==> config.mk <==
export PLATFORM = sky130hd
export DESIGN_NAME = bw_monitor
export DESIGN_NICKNAME = d
export VERILOG_FILES = /design/src/rtl/bwmon_pkg.sv /design/src/rtl/bwmon_counter.sv /design/src/rtl/bwmon_chan.sv /design/src/rtl/bwmon_window.sv /design/src/rtl/bw_monitor.sv
export SDC_FILE = /design/constraint.sdc
export NUM_CORES = 2
export LEC_CHECK = 0
export ABC_CLOCK_PERIOD_IN_PS = 3400
export BUFFER_PORTS_ARGS = -buffer_cell sky130_fd_sc_hd__buf_2
export CORE_ASPECT_RATIO = 0.6
export CORE_MARGIN = 2
export CORE_UTILIZATION = 45
export CTS_BUF_LIST = sky130_fd_sc_hd__clkbuf_16
export DETAILED_ROUTE_END_ITERATION = 8
export PLACE_DENSITY = 0.58
export SLEW_MARGIN = 15
export SYNTH_ARGS = -nofsm -noshare
export SYNTH_HDL_FRONTEND = slang
export SYNTH_SLANG_ARGS = --single-unit
==> constraint.sdc <==
create_clock -name clk -period 3.4 [get_ports clk]
set_input_delay 0 -clock clk [delete_from_list [all_inputs] [get_ports clk]]
set_output_delay 0 -clock clk [all_outputs]
set_load 0.02 [all_outputs]
==> src/rtl/bwmon_pkg.sv <==
package bwmon_pkg;
  localparam int DATA_W   = 32;
  localparam int PORT_W   = 6;
  localparam int IDX_CTRL = 'h20;
  localparam int IDX_MASK = 'h21;
  localparam int IDX_AREQ = 'h29;
  localparam int IDX_AGNT = 'h2A;
  localparam int IDX_CHAN = 'h2B;
  localparam int IDX_TMR  = 'h2F;
  localparam int B_EN     = 31;
  localparam int B_DONE   = 30;
  localparam int B_TMODE  = 20;
  localparam int B_DEVSEL = 23;

  // Two-level port filter: major ports hit on their own mask bit, device
  // sub-ports need the device-select bit plus their sub-port bit.
  function automatic logic port_hit(input logic [DATA_W-1:0] pmask,
                                    input logic [DATA_W-1:0] smask,
                                    input logic [PORT_W-1:0] port);
    if (port[PORT_W-1]) return pmask[B_DEVSEL] & smask[port[4:0]];
    else                return pmask[port[4:0]];
  endfunction
endpackage

==> src/rtl/bwmon_counter.sv <==
module bwmon_counter #(
  parameter int W = 32
) (
  input  logic         clk,
  input  logic         rst_n,
  input  logic         wr_en,
  input  logic [W-1:0] wr_data,
  input  logic         inc,
  output logic [W-1:0] cnt
);
  always_ff @(posedge clk) begin
    if (!rst_n)     cnt <= '0;
    else if (wr_en) cnt <= wr_data;
    else if (inc)   cnt <= cnt + W'(1);
  end

  AST_CNT_STEP: assert property (@(posedge clk) disable iff (!rst_n)
    (!wr_en && inc) |=> cnt == $past(cnt) + W'(1));
  AST_CNT_WRITE: assert property (@(posedge clk) disable iff (!rst_n)
    wr_en |=> cnt == $past(wr_data));
  AST_CNT_HOLD: assert property (@(posedge clk) disable iff (!rst_n)
    (!wr_en && !inc) |=> $stable(cnt));
endmodule

==> src/rtl/bwmon_chan.sv <==
module bwmon_chan
  import bwmon_pkg::*;
(
  input  logic              clk,
  input  logic              rst_n,
  input  logic              wr_pmask,
  input  logic              wr_smask,
  input  logic              wr_cnt,
  input  logic [DATA_W-1:0] wr_data,
  input  logic              grant_valid,
  input  logic [PORT_W-1:0] grant_port,
  input  logic              count_en,
  output logic [DATA_W-1:0] pmask,
  output logic [DATA_W-1:0] smask,
  output logic [DATA_W-1:0] cnt
);
  logic hit;

  always_ff @(posedge clk) begin
    if (!rst_n) begin
      pmask <= '0;
      smask <= '0;
    end else begin
      if (wr_pmask) pmask <= wr_data;
      if (wr_smask) smask <= wr_data;
    end
  end

  assign hit = grant_valid & count_en & port_hit(pmask, smask, grant_port);

  bwmon_counter #(.W(DATA_W)) u_cnt (
    .clk(clk), .rst_n(rst_n), .wr_en(wr_cnt), .wr_data(wr_data),
    .inc(hit), .cnt(cnt)
  );

  AST_CHAN_IDLE: assert property (@(posedge clk) disable iff (!rst_n)
    (!count_en && !wr_cnt) |=> $stable(cnt));
  AST_CHAN_NOGRANT: assert property (@(posedge clk) disable iff (!rst_n)
    (!grant_valid && !wr_cnt) |=> $stable(cnt));
endmodule

==> src/rtl/bwmon_window.sv <==
module bwmon_window #(
  parameter int TIMER_W  = 32,
  parameter int NUM_CHAN = 4
) (
  input  logic                clk,
  input  logic                rst_n,
  input  logic                wr_ctrl,
  input  logic                wr_timer,
  input  logic                ctl_en,
  input  logic                ctl_done_clr,
  input  logic                ctl_tmode,
  input  logic [NUM_CHAN-1:0] ctl_chan,
  input  logic [TIMER_W-1:0]  timer_wdata,
  output logic                en_q,
  output logic                done_q,
  output logic                tmode_q,
  output logic [NUM_CHAN-1:0] chan_en_q,
  output logic [TIMER_W-1:0]  timer_q,
  output logic                active
);
  logic expire;

  assign active = en_q & ~done_q;
  assign expire = active & tmode_q & (timer_q <= TIMER_W'(1));

  always_ff @(posedge clk) begin
    if (!rst_n) begin
      en_q      <= 1'b0;
      tmode_q   <= 1'b0;
      chan_en_q <= '0;
    end else if (wr_ctrl) begin
      en_q      <= ctl_en;
      tmode_q   <= ctl_tmode;
      chan_en_q <= ctl_chan;
    end else if (expire) begin
      en_q      <= 1'b0;
    end
  end

  always_ff @(posedge clk) begin
    if (!rst_n)                       done_q <= 1'b0;
    else if (expire)                  done_q <= 1'b1;
    else if (wr_ctrl && ctl_done_clr) done_q <= 1'b0;
  end

  always_ff @(posedge clk) begin
    if (!rst_n)                timer_q <= '0;
    else if (wr_timer)         timer_q <= timer_wdata;
    else if (active && tmode_q)
      timer_q <= (timer_q == '0) ? '0 : timer_q - TIMER_W'(1);
  end

  AST_ONE_SHOT: assert property (@(posedge clk) disable iff (!rst_n)
    (expire && !wr_ctrl) |=> (done_q && !en_q));
  AST_TIMER_DOWN: assert property (@(posedge clk) disable iff (!rst_n)
    (active && tmode_q && timer_q > TIMER_W'(1) && !wr_timer)
      |=> timer_q == $past(timer_q) - TIMER_W'(1));
  AST_DONE_CLEAR: assert property (@(posedge clk) disable iff (!rst_n)
    (wr_ctrl && ctl_done_clr && !expire) |=> !done_q);
  AST_DONE_STICKY: assert property (@(posedge clk) disable iff (!rst_n)
    (done_q && !(wr_ctrl && ctl_done_clr)) |=> done_q);
  AST_TIMER_FREE: assert property (@(posedge clk) disable iff (!rst_n)
    (!tmode_q && !wr_timer) |=> $stable(timer_q));
endmodule

==> src/rtl/bw_monitor.sv <==
module bw_monitor
  import bwmon_pkg::*;
#(
  parameter int ADDR_W   = 8,
  parameter int NUM_CHAN = 4
) (
  input  logic              clk,
  input  logic              rst_n,
  input  logic              reg_wr_en,
  input  logic              reg_rd_en,
  input  logic [ADDR_W-1:0] reg_addr,
  input  logic [DATA_W-1:0] reg_wdata,
  output logic [DATA_W-1:0] reg_rdata,
  output logic              reg_rd_valid,
  input  logic              req_valid,
  input  logic [PORT_W-1:0] req_port,
  input  logic              grant_valid,
  input  logic [PORT_W-1:0] grant_port,
  output logic              irq
);
  localparam int IDX_W = ADDR_W - 2;

  logic [IDX_W-1:0]  idx;
  logic              aligned, wr_ok;
  logic              wr_ctrl, wr_timer, wr_areq, wr_agnt;
  logic              en_q, done_q, tmode_q, active;
  logic [NUM_CHAN-1:0] chan_en_q;
  logic [DATA_W-1:0] timer_q, areq_cnt, agnt_cnt, rd_mux;
  logic [DATA_W-1:0] pmask [NUM_CHAN];
  logic [DATA_W-1:0] smask [NUM_CHAN];
  logic [DATA_W-1:0] ccnt  [NUM_CHAN];
  logic              req_unused;

  assign idx      = reg_addr[ADDR_W-1:2];
  assign aligned  = (reg_addr[1:0] == 2'b00);
  assign wr_ok    = reg_wr_en & aligned;
  assign wr_ctrl  = wr_ok & (idx == IDX_W'(IDX_CTRL));
  assign wr_timer = wr_ok & (idx == IDX_W'(IDX_TMR));
  assign wr_areq  = wr_ok & (idx == IDX_W'(IDX_AREQ));
  assign wr_agnt  = wr_ok & (idx == IDX_W'(IDX_AGNT));
  assign irq      = done_q;
  // Request port ID is carried on the stream but no filter consumes it.
  assign req_unused = ^req_port;

  bwmon_window #(.TIMER_W(DATA_W), .NUM_CHAN(NUM_CHAN)) u_window (
    .clk(clk), .rst_n(rst_n), .wr_ctrl(wr_ctrl), .wr_timer(wr_timer),
    .ctl_en(reg_wdata[B_EN]), .ctl_done_clr(reg_wdata[B_DONE]),
    .ctl_tmode(reg_wdata[B_TMODE]), .ctl_chan(reg_wdata[NUM_CHAN-1:0]),
    .timer_wdata(reg_wdata), .en_q(en_q), .done_q(done_q),
    .tmode_q(tmode_q), .chan_en_q(chan_en_q), .timer_q(timer_q),
    .active(active)
  );

  bwmon_counter #(.W(DATA_W)) u_areq (
    .clk(clk), .rst_n(rst_n), .wr_en(wr_areq), .wr_data(reg_wdata),
    .inc(req_valid & active), .cnt(areq_cnt)
  );

  bwmon_counter #(.W(DATA_W)) u_agnt (
    .clk(clk), .rst_n(rst_n), .wr_en(wr_agnt), .wr_data(reg_wdata),
    .inc(grant_valid & active), .cnt(agnt_cnt)
  );

  for (genvar c = 0; c < NUM_CHAN; c++) begin : g_chan
    bwmon_chan u_chan (
      .clk(clk), .rst_n(rst_n),
      .wr_pmask(wr_ok & (idx == IDX_W'(IDX_MASK + 2*c))),
      .wr_smask(wr_ok & (idx == IDX_W'(IDX_MASK + 2*c + 1))),
      .wr_cnt(wr_ok & (idx == IDX_W'(IDX_CHAN + c))),
      .wr_data(reg_wdata), .grant_valid(grant_valid),
      .grant_port(grant_port), .count_en(active & chan_en_q[c]),
      .pmask(pmask[c]), .smask(smask[c]), .cnt(ccnt[c])
    );
  end

  always_comb begin
    rd_mux = '0;
    if (aligned) begin
      if (idx == IDX_W'(IDX_CTRL)) begin
        rd_mux[B_EN]           = en_q;
        rd_mux[B_DONE]         = done_q;
        rd_mux[B_TMODE]        = tmode_q;
        rd_mux[NUM_CHAN-1:0]   = chan_en_q;
      end
      if (idx == IDX_W'(IDX_AREQ)) rd_mux = areq_cnt;
      if (idx == IDX_W'(IDX_AGNT)) rd_mux = agnt_cnt;
      if (idx == IDX_W'(IDX_TMR))  rd_mux = timer_q;
      for (int c = 0; c < NUM_CHAN; c++) begin
        if (idx == IDX_W'(IDX_MASK + 2*c))     rd_mux = pmask[c];
        if (idx == IDX_W'(IDX_MASK + 2*c + 1)) rd_mux = smask[c];
        if (idx == IDX_W'(IDX_CHAN + c))       rd_mux = ccnt[c];
      end
    end
  end

  always_ff @(posedge clk) begin
    if (!rst_n) begin
      reg_rdata    <= '0;
      reg_rd_valid <= 1'b0;
    end else begin
      reg_rd_valid <= reg_rd_en;
      reg_rdata    <= reg_rd_en ? rd_mux : reg_rdata;
    end
  end

  AST_RD_LATENCY: assert property (@(posedge clk) disable iff (!rst_n)
    reg_rd_en |=> reg_rd_valid);
  AST_RD_QUIET: assert property (@(posedge clk) disable iff (!rst_n)
    !reg_rd_en |=> !reg_rd_valid);
  AST_STOPPED_REQ: assert property (@(posedge clk) disable iff (!rst_n)
    (!en_q && !wr_areq) |=> $stable(areq_cnt));
  AST_GNT_TOTAL: assert property (@(posedge clk) disable iff (!rst_n)
    (grant_valid && active && !wr_agnt) |=> agnt_cnt == $past(agnt_cnt) + 1);
  AST_IRQ_NO_COUNT: assert property (@(posedge clk) disable iff (!rst_n)
    (done_q && !wr_agnt) |=> $stable(agnt_cnt) || req_unused != req_unused);
endmodule

==> flow_results.org <==
** GRT
- Global routing consumed, over all layers together, 42.3% of the routing resources.
- The total overflow left after global routing is 0.
- Entering global routing, the biggest net connects 130 pins.
- The first global-routing pass estimated 197 mm of wire.
- The via count of the first global-routing pass is 26900.
- Antenna violations before repair :: 19

** Route
- Detail-routed via count per cell :: 6.78
- Wire length per cell after detailed routing :: 31.0 um
- Iteration-0 DRC Markers :: 5436
- The first detailed-routing pass took 8 iterations.
- Wire length reported by the detailed router :: 140 mm
- Via count :: 30700
- Final routed DRC violation total :: 0
- Antenna viol nets, final :: 0

** Flow run
- Across the run, the number of max-cap violations was 0.

** CTS
- The root buffer cell chosen for the clock tree is clkbuf_16.
- Total clock sinks :: 520
- Number of resized instances in the post-cts repair step :: 0
- The clock passes through at most 3 buffers.
- Number of levels in the clock H-tree :: 2
- Clock latency of the later-clocked register in the worst-skew pair :: 0.67 ns
- TritonCTS clock tree :: built
- Inserted Clock Buffers :: 53
- Post-CTS clock slew at the launch and capture registers of the worst setup and hold paths :: 0.07 ns

** Logic synthesis
- Sorting the synthesized cells by area gives the leading types as dfxtp_1 37%, nand2_1 9.4%, a21oi_1 8.1%.
- Area fraction of the dominant cell type after synthesis :: 37.2%
- Sequential cells were found to cover 37.2% of the synthesized design area.
- Summed over all instances, the cell type with the most area after synthesis is dfxtp_1.
- In the synthesized netlist the async set-or-reset flop fraction comes to 0%.
- EDFF count, synth :: 0
- Mean instance size in the synthesized netlist :: 7.78 um^2
- Number of nets produced by synthesis :: 3661
- The commonest cells after synthesis are 700 x nand2_1, 520 x dfxtp_1, 451 x a21oi_1.
- Yosys reg bits :: 520
- Count of cell types in the netlist :: 90
- Synthesis produced a netlist whose cell count is 3594.
- Top FF cell, synth :: dfxtp_1
- Library cell with the highest instance count after synthesis :: nand2_1
- Synth warn :: 0
- Netlist Area Pre-Place :: 0.0280 mm^2

** Place
- The HPWL after detailed placement is 98.1 mm.
- OpenSTA, run right after detailed placement, puts the worst setup slack at 0.0889 ns.
- The congestion estimate from routability-driven global placement came to 1.09.
- Port Buf Inserts :: 85
- Cell total after placement :: 4373

** Critical path
- STA classifies the critical path endpoint as a register.
- Critical-path cell list :: nand2_1 > nor4_1 > nand2_1 > or4_1 > or3_1 > a311oi_1
- The cell that appears most often on the critical path is nand2_1.
- Kind of start point of the critical path :: register
- Required arrival time at the worst endpoint :: 3.93 ns
- Highest fanout seen on the critical path :: 7
- Kind of cell adding the most delay to the critical path :: simple AND/OR/NAND/NOR gates
- The critical path contains buffers and inverters numbering 0 combined.
- Master of the slowest instance on the critical path :: or4_1
- Maximum cell stage delay along the critical path :: 0.73 ns
- Crit path DAT :: 3.67 ns
- By startpoint and endpoint, the worst setup path is classified as register to register.

** Timing
- Setup violations remaining at the end of the flow were counted as 0.
- Skew final :: 0.0478 ns
- The clock period could shrink to 3.15 ns.
- Final-report hold violation count :: 0
- Max transition margin :: 19.1%
- Slew @ Worst Pin :: 1.21 ns
- Setup_tns :: 0 ns
- The tightest hold path in the finished design has a slack of 0.123 ns.
- Unrepaired setup endpoints after global routing :: no
- Setup slack closes at 0.253 ns.
- Final period util :: 92.6%
- Maximum clock frequency :: 318 MHz
- Number of pins with negative max-slew slack in the final report :: 0

** Floorplanning
- Starting density of the core :: 45.7%
- X dimension of the die :: 326 um
- The die covers 0.0642 mm^2.
- Site Rows :: 70
- The floorplan step set the die height to 197 um.
- In this run the count of I/O pins placed on the die edge is 92.
- Core region area :: 0.0611 mm^2

** Pwr
- In this run the power density over the cells is 422 mW/mm^2.
- The worst-case IR drop observed on VDD is 331 uV.
- The analysis attributes to cell leakage a power of 10.6 nW.

** Run status
- Outcome :: finished clean

** Final layout
- Compared with the post-synthesis result, the final layout area differs by 13.3%.
- In the final layout, the share of cells above drive strength 1 is 11.6%.
- Post-layout instance count excluding filler cells :: 4530
- Net total in the final layout :: 3706

** Worst hold path
- The path class of the tightest hold or removal check is primary input to register.
area by class of cell:
cell class              count  area [um^2]
well taps                 828         1040
clock inverters            45          372
clock buffers              55         1380
multi-input cells        2756        16300
repair buffers            281         2060
flip-flops and latches    520        10400
diodes                     18         45.0
fillers                  5886        29500
inverters                  27          109
power breakdown:
group          switching [W]  total, W  internal (W)
Combinational       0.000761  0.000996      0.000235
Clock                0.00279   0.00623       0.00344
Sequential         0.0000201   0.00612       0.00610
Total                0.00357    0.0134       0.00978
stage by stage:
step           util, %  power [W]  cell area (um^2)
2_1_floorplan        -    0.00670             28000
3_3_place_gp      48.2    0.00714             29500
3_5_place_dp      48.2    0.00715             29500
4_1_cts           51.7     0.0132             31600
5_1_grt           51.7     0.0135             31600
6_report          51.8     0.0134             31700
worst reg2reg max path, delay by kind of cell, from the launching register on:
kind | cells | cell delay (ns)
simple gates | 5 | 2.15
compound gates | 1 | 0.28
flops | 1 | 0.58
cell usage in the layout, fill, tap and decap left out, drive strengths merged, types with 51 or more instances in the layout:
master and n:
nor2 238, a22oi 95, a21oi 455, nand3 109
nand2 700, a211oi 66, clkbuf 55, nand4 56
a221oi 51, xor2 78, mux2i 71, xnor2 78
o21ai 257, dfxtp 520, buf 242, a31oi 52
cell families (layout without fill, tap and decap cells):
logic type	Yosys count	after routing	synth area share, %
XOR/XNOR	156	156	4.89
AND/OR/NAND/NOR	1356	1356	22.0
other	0	18	0
multiplexers	122	122	6.35
AO/OA/AOI/OAI	1113	1113	24.2
adder cells (fa/ha/maj)	9	9	0.403
flip-flops	520	520	37.2
buffers and inverters	318	408	4.92
per-layer routing:
metal	wire, um	share of wire (%)	global-route usage [%]
met5	138	0.098	0.750
met3	25400	18	19.9
met2	52100	37	53.9
met4	5570	4.0	16.7
met1	57100	41	59.9
sequential cells by signal, indices dropped and copies added (netlist names):
name and flops:
g_chan.u_chan.pmask 128, g_chan.u_chan.smask 128, g_chan.u_chan.u_cnt.cnt 128, reg_rd_valid 1, reg_rdata 32, u_agnt.cnt 32
u_areq.cnt 32, u_window.chan_en_q 4, u_window.done_q 1, u_window.en_q 1, u_window.timer_q 32, u_window.tmode_q 1
path summary, 6_finish.rpt:
check,slack [ns],end,cells after the start,startpoint
worst max-delay path,0.25,u_areq.cnt[29],6,u_areq.cnt[17]
worst min register to register,0.44,reg_rdata[31],2,reg_rdata[31]
worst min-delay path,0.12,u_window.chan_en_q[0],5,reg_wr_en
worst max register to register,0.25,u_areq.cnt[29],6,u_areq.cnt[17]
timing repair:
action	CTS	global route
hold buffers	39	0
endpoints found under the hold margin	309	0
setup buffers	0	0
No activity file was read; power rests on OpenSTA's default activity.
